$ cat src/rtl/otg_srp_pkg.sv
package otg_srp_pkg;
  localparam int unsigned BIT_HOST_EN = 0;
  localparam int unsigned BIT_DEV_EN  = 1;
  localparam int unsigned BIT_SEL     = 2;
  localparam int unsigned BIT_REQ     = 3;
  localparam int unsigned BIT_SV_EVT  = 8;
  localparam int unsigned BIT_REJ     = 9;
  localparam int unsigned BIT_MODE    = 31;
  localparam int unsigned TICKS_PER_S = 1000;

  typedef enum logic [1:0] {
    ST_IDLE  = 2'd0,
    ST_PULSE = 2'd1,
    ST_WAIT  = 2'd2
  } srp_state_t;
endpackage

$ cat src/rtl/otg_srp_regs.sv
module otg_srp_regs
  import otg_srp_pkg::*;
(
  input  logic        clk,
  input  logic        rst,
  input  logic        wr_en_i,
  input  logic [31:0] wr_data_i,
  input  logic        id_pin_i,
  input  logic        busy_i,
  input  logic        sv_edge_i,
  output logic        start_o,
  output logic        sel_o,
  output logic [31:0] rd_data_o
);
  logic host_en_q, dev_en_q, sel_q, sv_evt_q, rej_q, mode_q;
  logic req_wr, reject;
  logic unused_bits;

  assign unused_bits = ^{wr_data_i[30:10], wr_data_i[7:4]};

  assign req_wr  = wr_en_i & wr_data_i[BIT_REQ];
  assign start_o = req_wr & ~busy_i;
  assign reject  = req_wr & busy_i;
  assign sel_o   = wr_data_i[BIT_SEL];

  always_ff @(posedge clk) begin
    if (rst) begin
      host_en_q <= 1'b0;
      dev_en_q  <= 1'b0;
      sel_q     <= 1'b0;
      sv_evt_q  <= 1'b0;
      rej_q     <= 1'b0;
      mode_q    <= 1'b1;
    end else begin
      mode_q <= id_pin_i;
      if (wr_en_i) begin
        host_en_q <= wr_data_i[BIT_HOST_EN];
        dev_en_q  <= wr_data_i[BIT_DEV_EN];
        sel_q     <= wr_data_i[BIT_SEL];
        if (wr_data_i[BIT_SV_EVT]) sv_evt_q <= 1'b0;
        if (wr_data_i[BIT_REJ])    rej_q    <= 1'b0;
      end
      // set wins over a clear in the same cycle
      if (sv_edge_i && busy_i) sv_evt_q <= 1'b1;
      if (reject)              rej_q    <= 1'b1;
    end
  end

  always_comb begin
    rd_data_o              = '0;
    rd_data_o[BIT_MODE]    = mode_q;
    rd_data_o[BIT_REJ]     = rej_q;
    rd_data_o[BIT_SV_EVT]  = sv_evt_q;
    rd_data_o[BIT_SEL]     = sel_q;
    rd_data_o[BIT_DEV_EN]  = dev_en_q;
    rd_data_o[BIT_HOST_EN] = host_en_q;
  end
endmodule

$ cat src/rtl/otg_srp_timer.sv
module otg_srp_timer #(
  parameter int unsigned PRESC   = 60000,
  parameter int unsigned FAIL_MS = 6000
) (
  input  logic clk,
  input  logic rst,
  input  logic clear_i,
  input  logic run_i,
  output logic expire_o
);
  localparam int unsigned PW = (PRESC > 1) ? $clog2(PRESC) : 1;
  localparam int unsigned MW = $clog2(FAIL_MS + 1);
  localparam logic [PW-1:0] PRE_LAST = PW'(PRESC - 1);
  localparam logic [MW-1:0] MS_LAST  = MW'(FAIL_MS - 1);

  logic [PW-1:0] pre_q;
  logic [MW-1:0] ms_q;

  always_ff @(posedge clk) begin
    if (rst || clear_i) begin
      pre_q <= '0;
      ms_q  <= '0;
    end else if (run_i) begin
      if (pre_q == PRE_LAST) begin
        pre_q <= '0;
        ms_q  <= ms_q + 1'b1;
      end else begin
        pre_q <= pre_q + 1'b1;
      end
    end
  end

  assign expire_o = run_i && (pre_q == PRE_LAST) && (ms_q == MS_LAST);
endmodule

$ cat src/rtl/otg_srp_seq.sv
module otg_srp_seq
  import otg_srp_pkg::*;
#(
  parameter int unsigned PULSE_CYCLES = 300000
) (
  input  logic clk,
  input  logic rst,
  input  logic start_i,
  input  logic sel_i,
  input  logic expire_i,
  input  logic sv_edge_i,
  output logic busy_o,
  output logic txvalid_o,
  output logic termsel_o
);
  localparam int unsigned CW = (PULSE_CYCLES > 1) ? $clog2(PULSE_CYCLES) : 1;
  localparam logic [CW-1:0] CNT_INIT = CW'(PULSE_CYCLES - 1);

  srp_state_t state_q;
  logic [CW-1:0] cnt_q;
  logic early_q;
  logic end_win;

  assign end_win = expire_i | sv_edge_i;

  always_ff @(posedge clk) begin
    if (rst) begin
      state_q   <= ST_IDLE;
      cnt_q     <= '0;
      early_q   <= 1'b0;
      txvalid_o <= 1'b0;
      termsel_o <= 1'b0;
    end else begin
      case (state_q)
        ST_IDLE: begin
          if (start_i) begin
            state_q   <= ST_PULSE;
            cnt_q     <= CNT_INIT;
            early_q   <= 1'b0;
            txvalid_o <= ~sel_i;
            termsel_o <= sel_i;
          end
        end
        ST_PULSE: begin
          if (end_win) early_q <= 1'b1;
          if (cnt_q == '0) begin
            txvalid_o <= 1'b0;
            termsel_o <= 1'b0;
            state_q   <= (early_q || end_win) ? ST_IDLE : ST_WAIT;
          end else begin
            cnt_q <= cnt_q - 1'b1;
          end
        end
        ST_WAIT: begin
          if (end_win) state_q <= ST_IDLE;
        end
        default: state_q <= ST_IDLE;
      endcase
    end
  end

  assign busy_o = (state_q != ST_IDLE);
endmodule

$ cat src/rtl/otg_srp_pulser.sv
module otg_srp_pulser
  import otg_srp_pkg::*;
#(
  parameter int unsigned CLK_HZ       = 60000000,
  parameter int unsigned FAIL_MS      = 6000,
  parameter int unsigned PULSE_CYCLES = 300000
) (
  input  logic        clk,
  input  logic        rst,
  input  logic        wr_en_i,
  input  logic [31:0] wr_data_i,
  input  logic        id_pin_i,
  input  logic        sess_vld_i,
  output logic [31:0] rd_data_o,
  output logic        phy_txvalid_o,
  output logic        phy_termsel_o
);
  localparam int unsigned PRESC = (CLK_HZ / TICKS_PER_S > 0) ? CLK_HZ / TICKS_PER_S : 1;

  logic sv_q1, sv_q2, sv_edge;
  logic busy, start, sel, expire;

  always_ff @(posedge clk) begin
    if (rst) begin
      sv_q1 <= 1'b0;
      sv_q2 <= 1'b0;
    end else begin
      sv_q1 <= sess_vld_i;
      sv_q2 <= sv_q1;
    end
  end
  assign sv_edge = sv_q1 & ~sv_q2;

  otg_srp_regs u_regs (
    .clk(clk), .rst(rst), .wr_en_i(wr_en_i), .wr_data_i(wr_data_i),
    .id_pin_i(id_pin_i), .busy_i(busy), .sv_edge_i(sv_edge),
    .start_o(start), .sel_o(sel), .rd_data_o(rd_data_o)
  );

  otg_srp_timer #(.PRESC(PRESC), .FAIL_MS(FAIL_MS)) u_timer (
    .clk(clk), .rst(rst), .clear_i(start), .run_i(busy), .expire_o(expire)
  );

  otg_srp_seq #(.PULSE_CYCLES(PULSE_CYCLES)) u_seq (
    .clk(clk), .rst(rst), .start_i(start), .sel_i(sel), .expire_i(expire),
    .sv_edge_i(sv_edge), .busy_o(busy), .txvalid_o(phy_txvalid_o),
    .termsel_o(phy_termsel_o)
  );
endmodule

$ cat config.mk
export PLATFORM = sky130hd
export DESIGN_NAME = otg_srp_pulser
export DESIGN_NICKNAME = d
export VERILOG_FILES = /design/src/rtl/otg_srp_pkg.sv /design/src/rtl/otg_srp_regs.sv /design/src/rtl/otg_srp_timer.sv /design/src/rtl/otg_srp_seq.sv /design/src/rtl/otg_srp_pulser.sv
export SDC_FILE = /design/constraint.sdc
export NUM_CORES = 1
export LEC_CHECK = 0
export BUFFER_PORTS_ARGS = -buffer_cell sky130_fd_sc_hd__buf_2
export CORE_AREA = 2 2 81 83
export DETAILED_ROUTE_END_ITERATION = 10
export DIE_AREA = 0 0 83 85
export PLACE_DENSITY = 0.88
export SLEW_MARGIN = 20
export SYNTH_ARGS = -nofsm -noshare
export SYNTH_HDL_FRONTEND = slang
export SYNTH_SLANG_ARGS = --single-unit
export TNS_END_PERCENT = 100
$ cat constraint.sdc
create_clock -name clk -period 2.7 [get_ports clk]
set_clock_uncertainty 0.2 [all_clocks]
set_input_delay 0.405 -clock clk [delete_from_list [all_inputs] [get_ports clk]]
set_output_delay 0.405 -clock clk [all_outputs]
set_load 0.02 [all_outputs]
==> key figures, run 1 <==
Place
  • GP Congestion: 0.868
  • IO buf count: 18
  • HPWL after detailed placement: 4990 µm

Critical path
  • Worst R2R Path Depth: 4
  • CP Max Fanout: 9
  • Critical path's slowest cell: nor4b_2
  • Crit-path cells: nor4b_2, nand2_1, nor4_1, mux2i_1
  • Crit. End Element: flip-flop
  • CP peak stage delay: 0.50 ns
  • Reg-to-reg setup timing slack: 0.52 ns
  • WP data required: 2.77 ns
  • Reg2reg end: u_timer.ms_q[9]
  • Type of origin of the critical path: flip-flop
  • WP data arrival: 2.25 ns
  • WS Path Type: flip-flop to flip-flop
  • Worst flop-to-flop path startpoint: u_timer.pre_q[7]

Drt
  • Top Metal Used: met4
  • Initial DRC count: 230
  • Drt wl/cell: 14.8 µm
  • Wl on met1: 3100 µm
  • Routed wl met2: 3610 µm
  • DRC: 0
  • Detailed-router iteration count before antenna repair: 5
  • DRT Wirelength: 7160 µm
  • Vias/cell: 5.98
  • Antenna Nets Post-Route: 0
  • Via count: 2895
  • Met3 wire len: 347 µm

CTS
  • CTS tree: yes
  • Total setup buffers inserted after CTS: 0
  • Post-CTS Hold Fix Bufs: 0
  • Clk_lat worst skew: 0.35 ns
  • Clock Root Buffer: clkbuf_8
  • Post-cts resize count: 0
  • Clock transition at the registers of the reported paths: 0.07 ns
  • Clock sinks: 61
  • Clock Path Buffers: 2
  • Num CTS Buffers: 9
  • CTS H-Tree Depth: 3

Floorplan
  • Ports: 71
  • Row cnt: 29
  • Starting density of the core: 53.8%
  • Die Y-Extent: 85 µm
  • Die footprint: 7060 µm²
  • Die Wd: 83 µm
  • Core footprint: 6200 µm²

STA
  • Setup violations, final: 0
  • Final period demand of the worst path: 2.18 ns
  • Hold Worst Slack: 0.0280 ns
  • Final setup TNS: 0 ns
  • Final period utilization: 80.8%
  • Fin. Hold Viols: 0
  • Unrepaired setup endpoints after global routing: no
  • Final Slew Violations: 0
  • Highest clock rate: 0.459 GHz

Worst hold path
  • Worst Hold Class: input pin to flip-flop
  • Worst Hold End: u_regs.mode_q
  • Beginning of the worst hold path: id_pin_i
  • Worst hold stages: 2

Global routing
  • First-pass GRT wire length: 12200 µm
  • Pin count of the biggest net entering global routing: 23
  • Initial antenna violation count: 0
  • Global Route Usage Sum: 21.2%
  • Vias in the first global route: 2754
  • Total congestion overflow: 0

Power and ir drop
  • Max VDD drop: 0.550 mV
  • Pwr/cell area: 606 nW/µm²
  • P_leak: 1.27 nW

Layout
  • Layout cells sized above 1: 13.8%
  • Filler cells: 539
  • Area grow syn2layout: 5.32%
  • Antenna diode count: 0
  • Final-stage net count: 442
  • Commonest non-fill, non-tap cells in the layout: 61 x dfxtp_1, 31 x nand2_1, 30 x nor2_1
  • Commonest non-fill, non-tap cell in the layout: dfxtp_1

Synthesis
  • Cell area after synthesis: 3340 µm²
  • Synth warnings: 0
  • Flops & latches, synth: 61
  • Post-synth EDFFs: 0
  • Synth Flop Type: dfxtp_1
  • Sequential fraction of the synthesis area: 36.6%
  • Ys async rst share: 0%
  • Syn avg cell area: 8.54 µm²
  • Syn Inst Count: 391
  • Synth unique cells: 57

Run status
  • Status: completed

Run
  • Max cap viols: 0
where the power goes:
part / internal [mW] / leakage [nW] / total [mW] / switching (mW)
clock: 0.380 / 0.0836 / 0.760 / 0.379
combinational: 0.134 / 0.694 / 0.379 / 0.245
sequential: 0.943 / 0.496 / 0.994 / 0.0513
cells in the mapped netlist (4+ instances only):
cell type	n	area, µm²
nor4_1	12	75.1
mux2i_1	16	160
dfxtp_1	61	1220
a21oi_1	19	95.1
a211oi_1	4	30.0
or4_1	9	67.6
xor2_1	4	35.0
nand3_1	11	55.1
nor2_1	30	113
inv_1	5	18.8
or2_2	5	31.3
or3_1	20	125
nor2b_1	5	31.3
nor3_1	13	65.1
and3_1	6	37.5
o31ai_1	5	37.5
nand2_1	31	116
xnor2_1	8	70.1
o21ai_0	12	60.1
clkbuf_1	12	45.0
buf_4	32	240
nand4_1	10	62.6
sequential cells by signal (all words and copies together) (netlist names):
name,cells
u_timer.ms_q,13
u_regs.sel_q,1
u_timer.pre_q,16
u_seq.cnt_q,19
u_seq.early_q,1
sv_q1,1
sv_q2,1
u_regs.host_en_q,1
u_regs.sv_evt_q,1
u_regs.mode_q,1
u_seq.txvalid_o,1
u_seq.state_q,2
u_regs.dev_en_q,1
u_regs.rej_q,1
u_seq.termsel_o,1
through the flow:
stage	instances	instance area, µm²	util (%)	total power [mW]	setup slack (ns)
after floorplan	416	3430	-	1.34	0.666
after detailed placement	468	3330	53.7	1.38	0.522
after CTS	484	3520	56.7	2.14	0.514
after global placement	468	3330	53.7	1.36	0.551
final	484	3520	56.7	2.13	0.519
after global routing	484	3520	56.7	2.23	0.288
critical path: cells and delay by family (launching register included):
kind	cells	cell delay [ns]
AND/OR/NAND/NOR	3	1.26
multiplexers	1	0.27
flip-flops	1	0.37
kinds of logic after synthesis:
group                      Yosys count  share of synthesized area (%)
muxes                               16                           4.80
other                                1                          0.112
AOI/OAI and AO/OA                   66                           13.3
xor gates and xnor gates            12                           3.15
DFF                                 61                           36.6
and+or+nand+nor                    177                           30.2
buffers and inverters               55                           10.8
adders and majority gates            3                           1.12
area by class of cell:
cell class,count,area (µm²),area share (%)
flip-flops and latches,61,1220,34.7
inverters,5,18.8,0.534
clock inverters,5,35.0,0.996
repair buffers,25,143,4.06
multi-input cells,300,1850,52.7
clock buffers,11,151,4.30
well taps,77,96.3,2.74
worst max-delay path by stage:
stage / start / end / slack, ns / cells after the start
3_5_place_dp: wr_en_i / u_timer.ms_q[2] / 0.52 / 5
5_1_grt: u_seq.cnt_q[13] / u_seq.cnt_q[9] / 0.29 / 4
4_1_cts: u_seq.cnt_q[13] / u_seq.cnt_q[9] / 0.51 / 4
2_1_floorplan: u_seq.cnt_q[8] / u_seq.cnt_q[15] / 0.67 / 4
6_report: u_timer.pre_q[7] / u_timer.ms_q[9] / 0.52 / 4
3_3_place_gp: wr_en_i / u_timer.ms_q[4] / 0.55 / 5
routing by layer:
metal	track usage [%]	vias to the layer above
met2	35.5	78
met3	6.81	11
met4	8.94	0
met1	25.2	1396
met5	0	-
li1	-	1410
No activity file was read; power rests on OpenSTA's default activity.
==> inputs of run 2 (changes only) <==
--- a/config.mk
+++ b/config.mk
@@ -5,11 +5,12 @@
 export SDC_FILE = /design/constraint.sdc
 export NUM_CORES = 1
 export LEC_CHECK = 0
+export ABC_AREA = 1
 export BUFFER_PORTS_ARGS = -buffer_cell sky130_fd_sc_hd__buf_2
-export CORE_AREA = 2 2 81 83
+export CORE_AREA = 2 2 87 89
 export DETAILED_ROUTE_END_ITERATION = 10
-export DIE_AREA = 0 0 83 85
-export PLACE_DENSITY = 0.88
+export DIE_AREA = 0 0 89 91
+export PLACE_DENSITY = 0.83
 export SLEW_MARGIN = 20
 export SYNTH_ARGS = -nofsm -noshare
 export SYNTH_HDL_FRONTEND = slang
==> constraint.sdc (replaced) <==
create_clock -name clk -period 1.8 [get_ports clk]
set_clock_uncertainty 0.2 [all_clocks]
set_input_delay 0.27 -clock clk [delete_from_list [all_inputs] [get_ports clk]]
set_output_delay 0.27 -clock clk [all_outputs]
set_load 0.02 [all_outputs]
==> key figures, run 2 <==
Global routing
  • Global Route Usage Sum: 20.6% (-0.61 points)
  • Vias in the first global route: 3302 (+20%)
  • Initial antenna violation count: 0 (unchanged)
  • Total congestion overflow: 0 (unchanged)
  • First-pass GRT wire length: 13600 µm (+12%)
  • Pin count of the biggest net entering global routing: 18 (-22%)

Critical path
  • CP top delay family: simple AND/OR/NAND/NOR gates
  • Crit-path cells: nor2_1, nand2_1, nor2_4, nand3_2, nand2_4, nand2_8, buf_4, o21ai_1, a21oi_1
  • Reg2reg end: u_seq.cnt_q[0]
  • Type of origin of the critical path: flip-flop
  • WP data arrival: 1.75 ns (-0.50 ns)
  • WP data required: 1.84 ns (-0.93 ns)
  • Crit. End Element: flip-flop
  • CP peak stage delay: 0.36 ns (-0.14 ns)
  • WP buf/inv: 1 (+1)
  • CP Max Fanout: 12 (+3)
  • WS Path Type: flip-flop to flip-flop
  • Worst flop-to-flop path startpoint: u_seq.cnt_q[5]
  • Reg-to-reg setup timing slack: 0.09 ns (-0.43 ns)
  • Worst R2R Path Depth: 9 (+5)
  • Critical path's slowest cell: dfxtp_1

Synthesis
  • Top cells by count, synth: 122 x nand2_1, 73 x nor2_1, 61 x dfxtp_1
  • Flops & latches, synth: 61 (unchanged)
  • Post-synthesis mux area share: 0% (-4.8 points)
  • Count leader, synth: nand2_1
  • Post-synthesis compound-gate area fraction: 12.2% (-1.1 points)
  • Syn avg cell area: 6.73 µm² (-21%)
  • Share of the synthesized area in the top cell type: 35.4% (-1.1 points)
  • Cell area after synthesis: 3450 µm² (+3.2%)
  • Ys async rst share: 0% (unchanged)
  • Largest family of logic cells by synthesized area: simple AND/OR/NAND/NOR gates
  • Synth Flop Type: dfxtp_1
  • Synth top area cells: dfxtp_1 35%, nand2_1 13%, nor2_1 7.9%
  • Syn Inst Count: 512 (+31%)
  • Sequential fraction of the synthesis area: 35.4% (-1.1 points)
  • Simple-Gate Fraction of Synth Area: 32.9% (+2.7 points)
  • Post-synth EDFFs: 0 (unchanged)
  • Synth Area in Adders: 1.09% (-0.035 points)
  • Post-Synth XOR/XNOR Area: 4.07% (+0.92 points)
  • Synth warnings: 0 (unchanged)
  • Synth unique cells: 36 (-37%)
  • Synth area leader: dfxtp_1

Drt
  • Via count: 3451 (+19%)
  • Drt wl/cell: 12.1 µm (-18%)
  • Antenna Nets Post-Route: 0 (unchanged)
  • Detailed-router iteration count before antenna repair: 5 (unchanged)
  • Vias/cell: 5.15 (-14%)
  • Initial DRC count: 187 (-19%)
  • DRC: 0 (unchanged)
  • DRT Wirelength: 8110 µm (+13%)

Power and ir drop
  • Clk pwr share: 36.1% (+0.5 points)
  • P_leak: 1.69 nW (+32%)
  • Comb power frac: 22.5% (+4.7 points)
  • Sequential power share: 41.3% (-5.3 points)
  • Sw Ratio: 31.4% (-0.28 points)
  • Max VDD drop: 0.524 mV (-4.7%)
  • Pint: 2.41 mW (+65%)
  • Net switching power: 1.10 mW (+63%)
  • Pwr/cell area: 856 nW/µm² (+41%)

Layout
  • Max reg flops: 19 (unchanged)
  • Antenna diode count: 0 (unchanged)
  • Final-stage net count: 606 (+37%)
  • Largest register by flop count: u_seq.cnt_q
  • Layout cells sized above 1: 19.3% (+5.5 points)
  • Biggest regs: u_seq.cnt_q: 19 flops, u_timer.pre_q: 16 flops, u_timer.ms_q: 13 flops
  • Area of the multi-input gates: 1920 µm² (+3.6%)
  • Area grow syn2layout: 19.0%
  • Post-route cell area: 4100 µm² (+17%)
  • Filler cells: 642 (+19%)
  • Storage cell area: 1220 µm² (+0.31%)
  • Commonest non-fill, non-tap cells in the layout: 120 x nand2_1, 64 x nor2_1, 58 x dfxtp_1
  • Commonest non-fill, non-tap cell in the layout: nand2_1

CTS
  • Clock Path Buffers: 2 (unchanged)
  • Clock Root Buffer: clkbuf_8
  • Clk_lat worst skew: 0.35 ns (about the same)
  • CTS tree: yes
  • Num CTS Buffers: 9 (unchanged)
  • Clock transition at the registers of the reported paths: 0.08 ns (about the same)
  • CTS H-Tree Depth: 3 (unchanged)
  • Clock sinks: 61 (unchanged)

Place
  • Area post-placement: 3700 µm² (+11%)
  • HPWL after detailed placement: 5670 µm (+14%)
  • IO buf count: 18 (unchanged)
  • GP Congestion: 0.945 (+8.9%)

Floorplan
  • Die Y-Extent: 91 µm (+7.1%)
  • Die footprint: 8100 µm² (+15%)
  • Row cnt: 31 (+6.9%)
  • Die Wd: 89 µm (+7.2%)
  • Core footprint: 7140 µm² (+15%)
  • Ports: 71 (unchanged)
  • Starting density of the core: 48.3% (-5.5 points)

STA
  • Setup violations, final: 0 (unchanged)
  • Final period utilization: 94.8% (+14 points)
  • Final period demand of the worst path: 1.71 ns (-0.475 ns)
  • Fin. Hold Viols: 0 (unchanged)
  • Unrepaired setup endpoints after global routing: yes
  • Final Slew Violations: 0 (unchanged)
  • Final setup TNS: 0 ns (unchanged)
  • Highest clock rate: 0.586 GHz (+28%)

Run status
  • Status: completed

Worst hold path
  • Worst hold stages: 2 (unchanged)
  • Beginning of the worst hold path: rst
  • Worst Hold Class: input pin to flip-flop
  • Worst Hold End: sv_q2

Run
  • Max cap viols: 0 (unchanged)
==> run 2: repair_timing <==
item	in CTS	in global routing
hold buffers	8	0
buffers inserted	0	1
endpoints found under the hold margin	8	0
setup endpoints to repair	0	36
resized for setup	0	27
==> run 2: logic make-up after synthesis <==
logic type | Yosys count
other | 1
xor gates and xnor gates | 16
buffers and inverters | 94
DFF | 61
and+or+nand+nor | 264
AOI/OAI and AO/OA | 73
adders and majority gates | 3
==> run 2: worst max-delay path by stage <==
| stage | from | to | slack, ns | cells after the start |
|---|---|---|---|---|
| global route | u_seq.state_q[0] | u_seq.cnt_q[18] | -0.02 | 5 |
| finish | u_seq.cnt_q[5] | u_seq.cnt_q[0] | 0.09 | 9 |
| CTS | u_seq.cnt_q[0] | u_seq.cnt_q[0] | 0.005 | 10 |
| global placement | u_seq.cnt_q[0] | u_seq.cnt_q[0] | 0.06 | 10 |
| floorplan | u_seq.cnt_q[0] | u_seq.cnt_q[5] | 0.04 | 10 |
| detailed placement | u_seq.cnt_q[0] | u_seq.cnt_q[0] | 0.02 | 10 |
==> run 2: stage by stage <==
stage	hold slack (ns)	total power [mW]	util, %	instances	setup slack [ns]
3_3_place_gp	0.244	2.18	51.9	644	0.0576
2_1_floorplan	0.174	2.05	-	537	0.0440
5_1_grt	0.0879	3.68	57.5	670	-0.0185
4_1_cts	0.0807	3.47	56.0	668	0.00500
3_5_place_dp	0.252	2.20	51.9	644	0.0217
6_report	0.0853	3.51	57.5	670	0.0941
==> run 2: area by class of cell <==
cell class	count	area share, %
clock buffers	11	3.69
clock inverters	5	1.43
inverters	53	4.97
multi-input cells	382	46.8
flip-flops and latches	61	29.9
well taps	99	3.02
repair buffers	58	10.1
repair inverters	1	0.183
==> run 2: power groups by stage <==
stage,registers (mW),logic [mW],clock network (mW)
after floorplan,1.48,0.571,0
after global placement,1.48,0.701,0
after detailed placement,1.48,0.728,0
after CTS,1.45,0.744,1.28
after global routing,1.46,0.879,1.34
final,1.45,0.792,1.27
==> run 2: routing by layer <==
layer	vias to the layer above	share of wire, %	wire length (µm)	track usage, %
li1	1706	-	-	-
met3	23	4.0	328	4.91
met1	1613	41	3340	24.1
met4	0	2.3	188	8.33
met5	-	0	0	0
met2	109	52	4250	35.3
==> inputs of run 3 (changes only) <==
--- a/config.mk
+++ b/config.mk
@@ -7,12 +7,13 @@
 export LEC_CHECK = 0
 export ABC_AREA = 1
 export BUFFER_PORTS_ARGS = -buffer_cell sky130_fd_sc_hd__buf_2
-export CORE_AREA = 2 2 87 89
+export CORE_AREA = 2 2 88 90
 export DETAILED_ROUTE_END_ITERATION = 10
-export DIE_AREA = 0 0 89 91
-export PLACE_DENSITY = 0.83
+export DIE_AREA = 0 0 90 92
+export PLACE_DENSITY = 0.84
 export SLEW_MARGIN = 20
 export SYNTH_ARGS = -nofsm -noshare
 export SYNTH_HDL_FRONTEND = slang
+export SYNTH_HIERARCHICAL = 1
 export SYNTH_SLANG_ARGS = --single-unit
 export TNS_END_PERCENT = 100
==> key figures, run 3 <==
Run status
  • Status: finished, violations left
  • Failing checks: negative setup slack

Layout
  • Storage cell area: 1220 µm² (-0.10%)
  • Commonest non-fill, non-tap cells in the layout: 137 x nand2_1, 87 x nor2_1, 59 x dfxtp_1
  • Max reg flops: 19 (unchanged)
  • Largest register by flop count: u_seq/cnt_q
  • Filler cells: 607 (-5.5%)
  • Antenna diode count: 0 (unchanged)
  • Area grow syn2layout: 23.6%
  • Biggest regs: u_seq/cnt_q: 19 flops, u_timer/pre_q: 16 flops, u_timer/ms_q: 13 flops
  • Layout cells sized above 1: 22.3% (+3.0 points)
  • Commonest non-fill, non-tap cell in the layout: nand2_1
  • Final-stage net count: 645 (+6.4%)
  • Area of the multi-input gates: 2020 µm² (+5.4%)
  • Final core utilization: 59.1% (+1.6 points)
  • Non-Filler Instances: 712 (+6.3%)

Synthesis
  • Post-synth EDFFs: 0 (unchanged)
  • Sequential fraction of the synthesis area: 34.3% (-1.1 points)
  • Syn avg cell area: 6.62 µm² (-1.7%)
  • Syn Inst Count: 538 (+5.1%)
  • Ys async rst share: 0% (unchanged)
  • Share of the synthesized area in the top cell type: 34.3% (-1.1 points)
  • Flops & latches, synth: 61 (unchanged)
  • Count leader, synth: nand2_1
  • Synth top area cells: dfxtp_1 34%, nand2_1 15%, nor2_1 10%
  • Synth Flop Type: dfxtp_1
  • Top cells by count, synth: 138 x nand2_1, 99 x nor2_1, 61 x dfxtp_1
  • Synth unique cells: 33 (-8.3%)
  • Cell area after synthesis: 3560 µm² (+3.3%)
  • Synth area leader: dfxtp_1
  • Synth warnings: 6 (+6)

Drt
  • Initial DRC count: 276 (+48%)
  • DRC: 0 (unchanged)
  • Drt wl/cell: 13.1 µm (+8.6%)
  • Antenna Nets Post-Route: 0 (unchanged)
  • DRT Wirelength: 9350 µm (+15%)
  • Via count: 3657 (+6.0%)
  • Vias/cell: 5.14 (-0.28%)
  • Detailed-router iteration count before antenna repair: 5 (unchanged)

Place
  • Placed cells: 673 (+4.5%)
  • HPWL after detailed placement: 5780 µm (+1.9%)
  • IO buf count: 18 (unchanged)
  • GP Congestion: 0.896 (-5.2%)

STA
  • Unrepaired setup endpoints after global routing: yes
  • Final period utilization: 103% (+8.4 points)
  • Post-route setup slack: -0.0568 ns (-0.151 ns)
  • Setup violations, final: 5 (+5)
  • Fin. Hold Viols: 0 (unchanged)
  • Final period demand of the worst path: 1.86 ns (+0.151 ns)
  • Hold Worst Slack: 0.0927 ns (+0.00749 ns)
  • Final Slew Violations: 0 (unchanged)
  • Highest clock rate: 0.539 GHz (-8.1%)
  • Final setup TNS: -0.110 ns (-0.110 ns)

Floorplan
  • Die Wd: 90 µm (+1.1%)
  • Ports: 71 (unchanged)
  • Core footprint: 7450 µm² (+4.3%)
  • Row cnt: 32 (+3.2%)
  • Starting density of the core: 47.8% (-0.48 points)
  • Die footprint: 8280 µm² (+2.2%)
  • Die Y-Extent: 92 µm (+1.1%)

Critical path
  • WP data required: 1.89 ns (+0.05 ns)
  • Cell mode on critical path: nand2_1
  • WP data arrival: 1.94 ns (+0.19 ns)
  • CP Launch Point: u_timer/pre_q[0]
  • Crit-path cells: ha_1, nand2_1, nor2_2, nand2_2, nor2_4, buf_6, buf_4, nand3_1, nand2_1, nand2_1, inv_1
  • CP Max Fanout: 13 (+1)
  • WS Path Type: flip-flop to flip-flop
  • Critical path's slowest cell: dfxtp_1
  • Worst R2R Path Depth: 11 (+2)
  • Crit. End Element: flip-flop
  • CP endpoint: u_timer/ms_q[7]
  • Reg-to-reg setup timing slack: -0.06 ns (-0.15 ns)
  • CP peak stage delay: 0.35 ns (about the same)
  • Worst flop-to-flop path startpoint: u_timer/pre_q[0]
  • Reg2reg end: u_timer/ms_q[7]
  • Type of origin of the critical path: flip-flop

Power and ir drop
  • Pint: 2.74 mW (+14%)
  • Clk pwr share: 34.3% (-1.8 points)
  • Sequential power share: 36.6% (-4.7 points)
  • Max VDD drop: 0.453 mV (-14%)
  • Net switching power: 1.30 mW (+18%)
  • Comb power frac: 29.1% (+6.6 points)
  • P_leak: 1.94 nW (+15%)
  • Sw Ratio: 32.2% (+0.81 points)
  • Pwr/cell area: 919 nW/µm² (+7.3%)

Worst hold path
  • Worst Hold Class: input pin to flip-flop

Global routing
  • M1 GR Usage: 22.4% (-1.7 points)
  • Global Route Usage Sum: 20.9% (+0.30 points)
  • Initial antenna violation count: 0 (unchanged)
  • Met2 usage: 38.5% (+3.1 points)
  • First-pass GRT wire length: 14200 µm (+4.4%)
  • Pin count of the biggest net entering global routing: 30 (+12)
  • Total congestion overflow: 0 (unchanged)
  • Vias in the first global route: 3342 (+1.2%)
  • Global routing's busiest layer: met2
  • GR Util met3: 4.85% (-0.061 points)

Run
  • Max cap viols: 0 (unchanged)

CTS
  • Num CTS Buffers: 9 (unchanged)
  • Clock transition at the registers of the reported paths: 0.06 ns (-0.02 ns)
  • CTS H-Tree Depth: 3 (unchanged)
  • Clock Root Buffer: clkbuf_8
  • Clock Path Buffers: 2 (unchanged)
  • CTS tree: yes
  • Clock sinks: 61 (unchanged)
  • Clk_lat worst skew: 0.34 ns (about the same)
-- run 3: cell types whose count changed after synthesis, sizes merged, moves of 3 or more --
| cell | delta |
|---|---|
| inv | +4 |
| nor4 | -3 |
| nand4 | -12 |
| nand3 | +7 |
| a211oi | -3 |
| nor2 | +34 |
| xor2 | -6 |
| nor3 | -3 |
| nand2 | +21 |
| a21o | -3 |
| a21oi | -8 |
-- run 3: power by group through the flow --
stage | clock (mW) | combinational (mW) | sequential, mW
floorplan | 0 | 0.734 | 1.50
global placement | 0 | 0.934 | 1.50
detailed placement | 0 | 0.963 | 1.50
CTS | 1.41 | 1.01 | 1.47
global route | 1.46 | 1.28 | 1.49
finish | 1.39 | 1.18 | 1.48
-- run 3: kinds of logic (layout without fill, tap and decap cells) --
logic type / Yosys count / in the layout / synth area share [%]
AND/OR/NAND/NOR: 310 / 310 / 38.9
buffers and inverters: 98 / 145 / 14.6
flip-flops: 61 / 61 / 34.3
AO/OA/AOI/OAI: 56 / 56 / 8.85
XOR/XNOR: 9 / 9 / 2.21
adder cells (fa/ha/maj): 3 / 3 / 1.05
other: 1 / 26 / 0.105
-- run 3: final cells by class --
class	count	area share, %
Clock inverter	4	1.59
Clock buffer	12	3.52
Multi-Input combinational cell	404	45.9
Inverter	57	5.34
Sequential cell	61	27.8
Tap cell	102	2.90
Timing Repair Buffer	72	12.9
-- run 3: worst min path at each step --
stage,start,endpoint,depth (start not counted)
after floorplan,rst,u_regs/rej_q,1
after global placement,sv_q1,sv_q2,2
final,rst,u_timer/ms_q[3],4
after CTS,wr_data_i[2],u_seq/txvalid_o,3
after detailed placement,sv_q1,sv_q2,2
after global routing,rst,u_timer/pre_q[7],4
-- run 3: critical path, delay by kind of cell, from the launching register on --
| family | cells | cell delay (ns) |
|---|---|---|
| DFF | 1 | 0.35 |
| buffers and inverters | 3 | 0.36 |
| adders and majority gates | 1 | 0.18 |
| and+or+nand+nor | 7 | 0.71 |
-- run 3: layer usage --
layer	wire length (µm)	vias up
met4	324	0
met1	3580	1704
li1	-	1761
met5	0	-
met3	560	35
met2	4880	157
-- run 3: what timing repair did --
action                                  CTS  global route
pin swaps                                 3            10
gates cloned                              0             1
buffers inserted                          5             9
hold buffers                              7             1
endpoints found under the setup margin   45            45
endpoints found under the hold margin     8             1
resized for setup                         9            31
-- run 3: stage by stage --
| step | instance area, µm² | total power [mW] | setup WS, ns |
|---|---|---|---|
| final | 4400 | 4.05 | -0.0568 |
| after floorplan | 3660 | 2.23 | -0.00565 |
| after detailed placement | 3830 | 2.46 | -0.363 |
| after CTS | 4200 | 3.89 | -0.0311 |
| after global placement | 3830 | 2.43 | -0.275 |
| after global routing | 4400 | 4.23 | -0.133 |
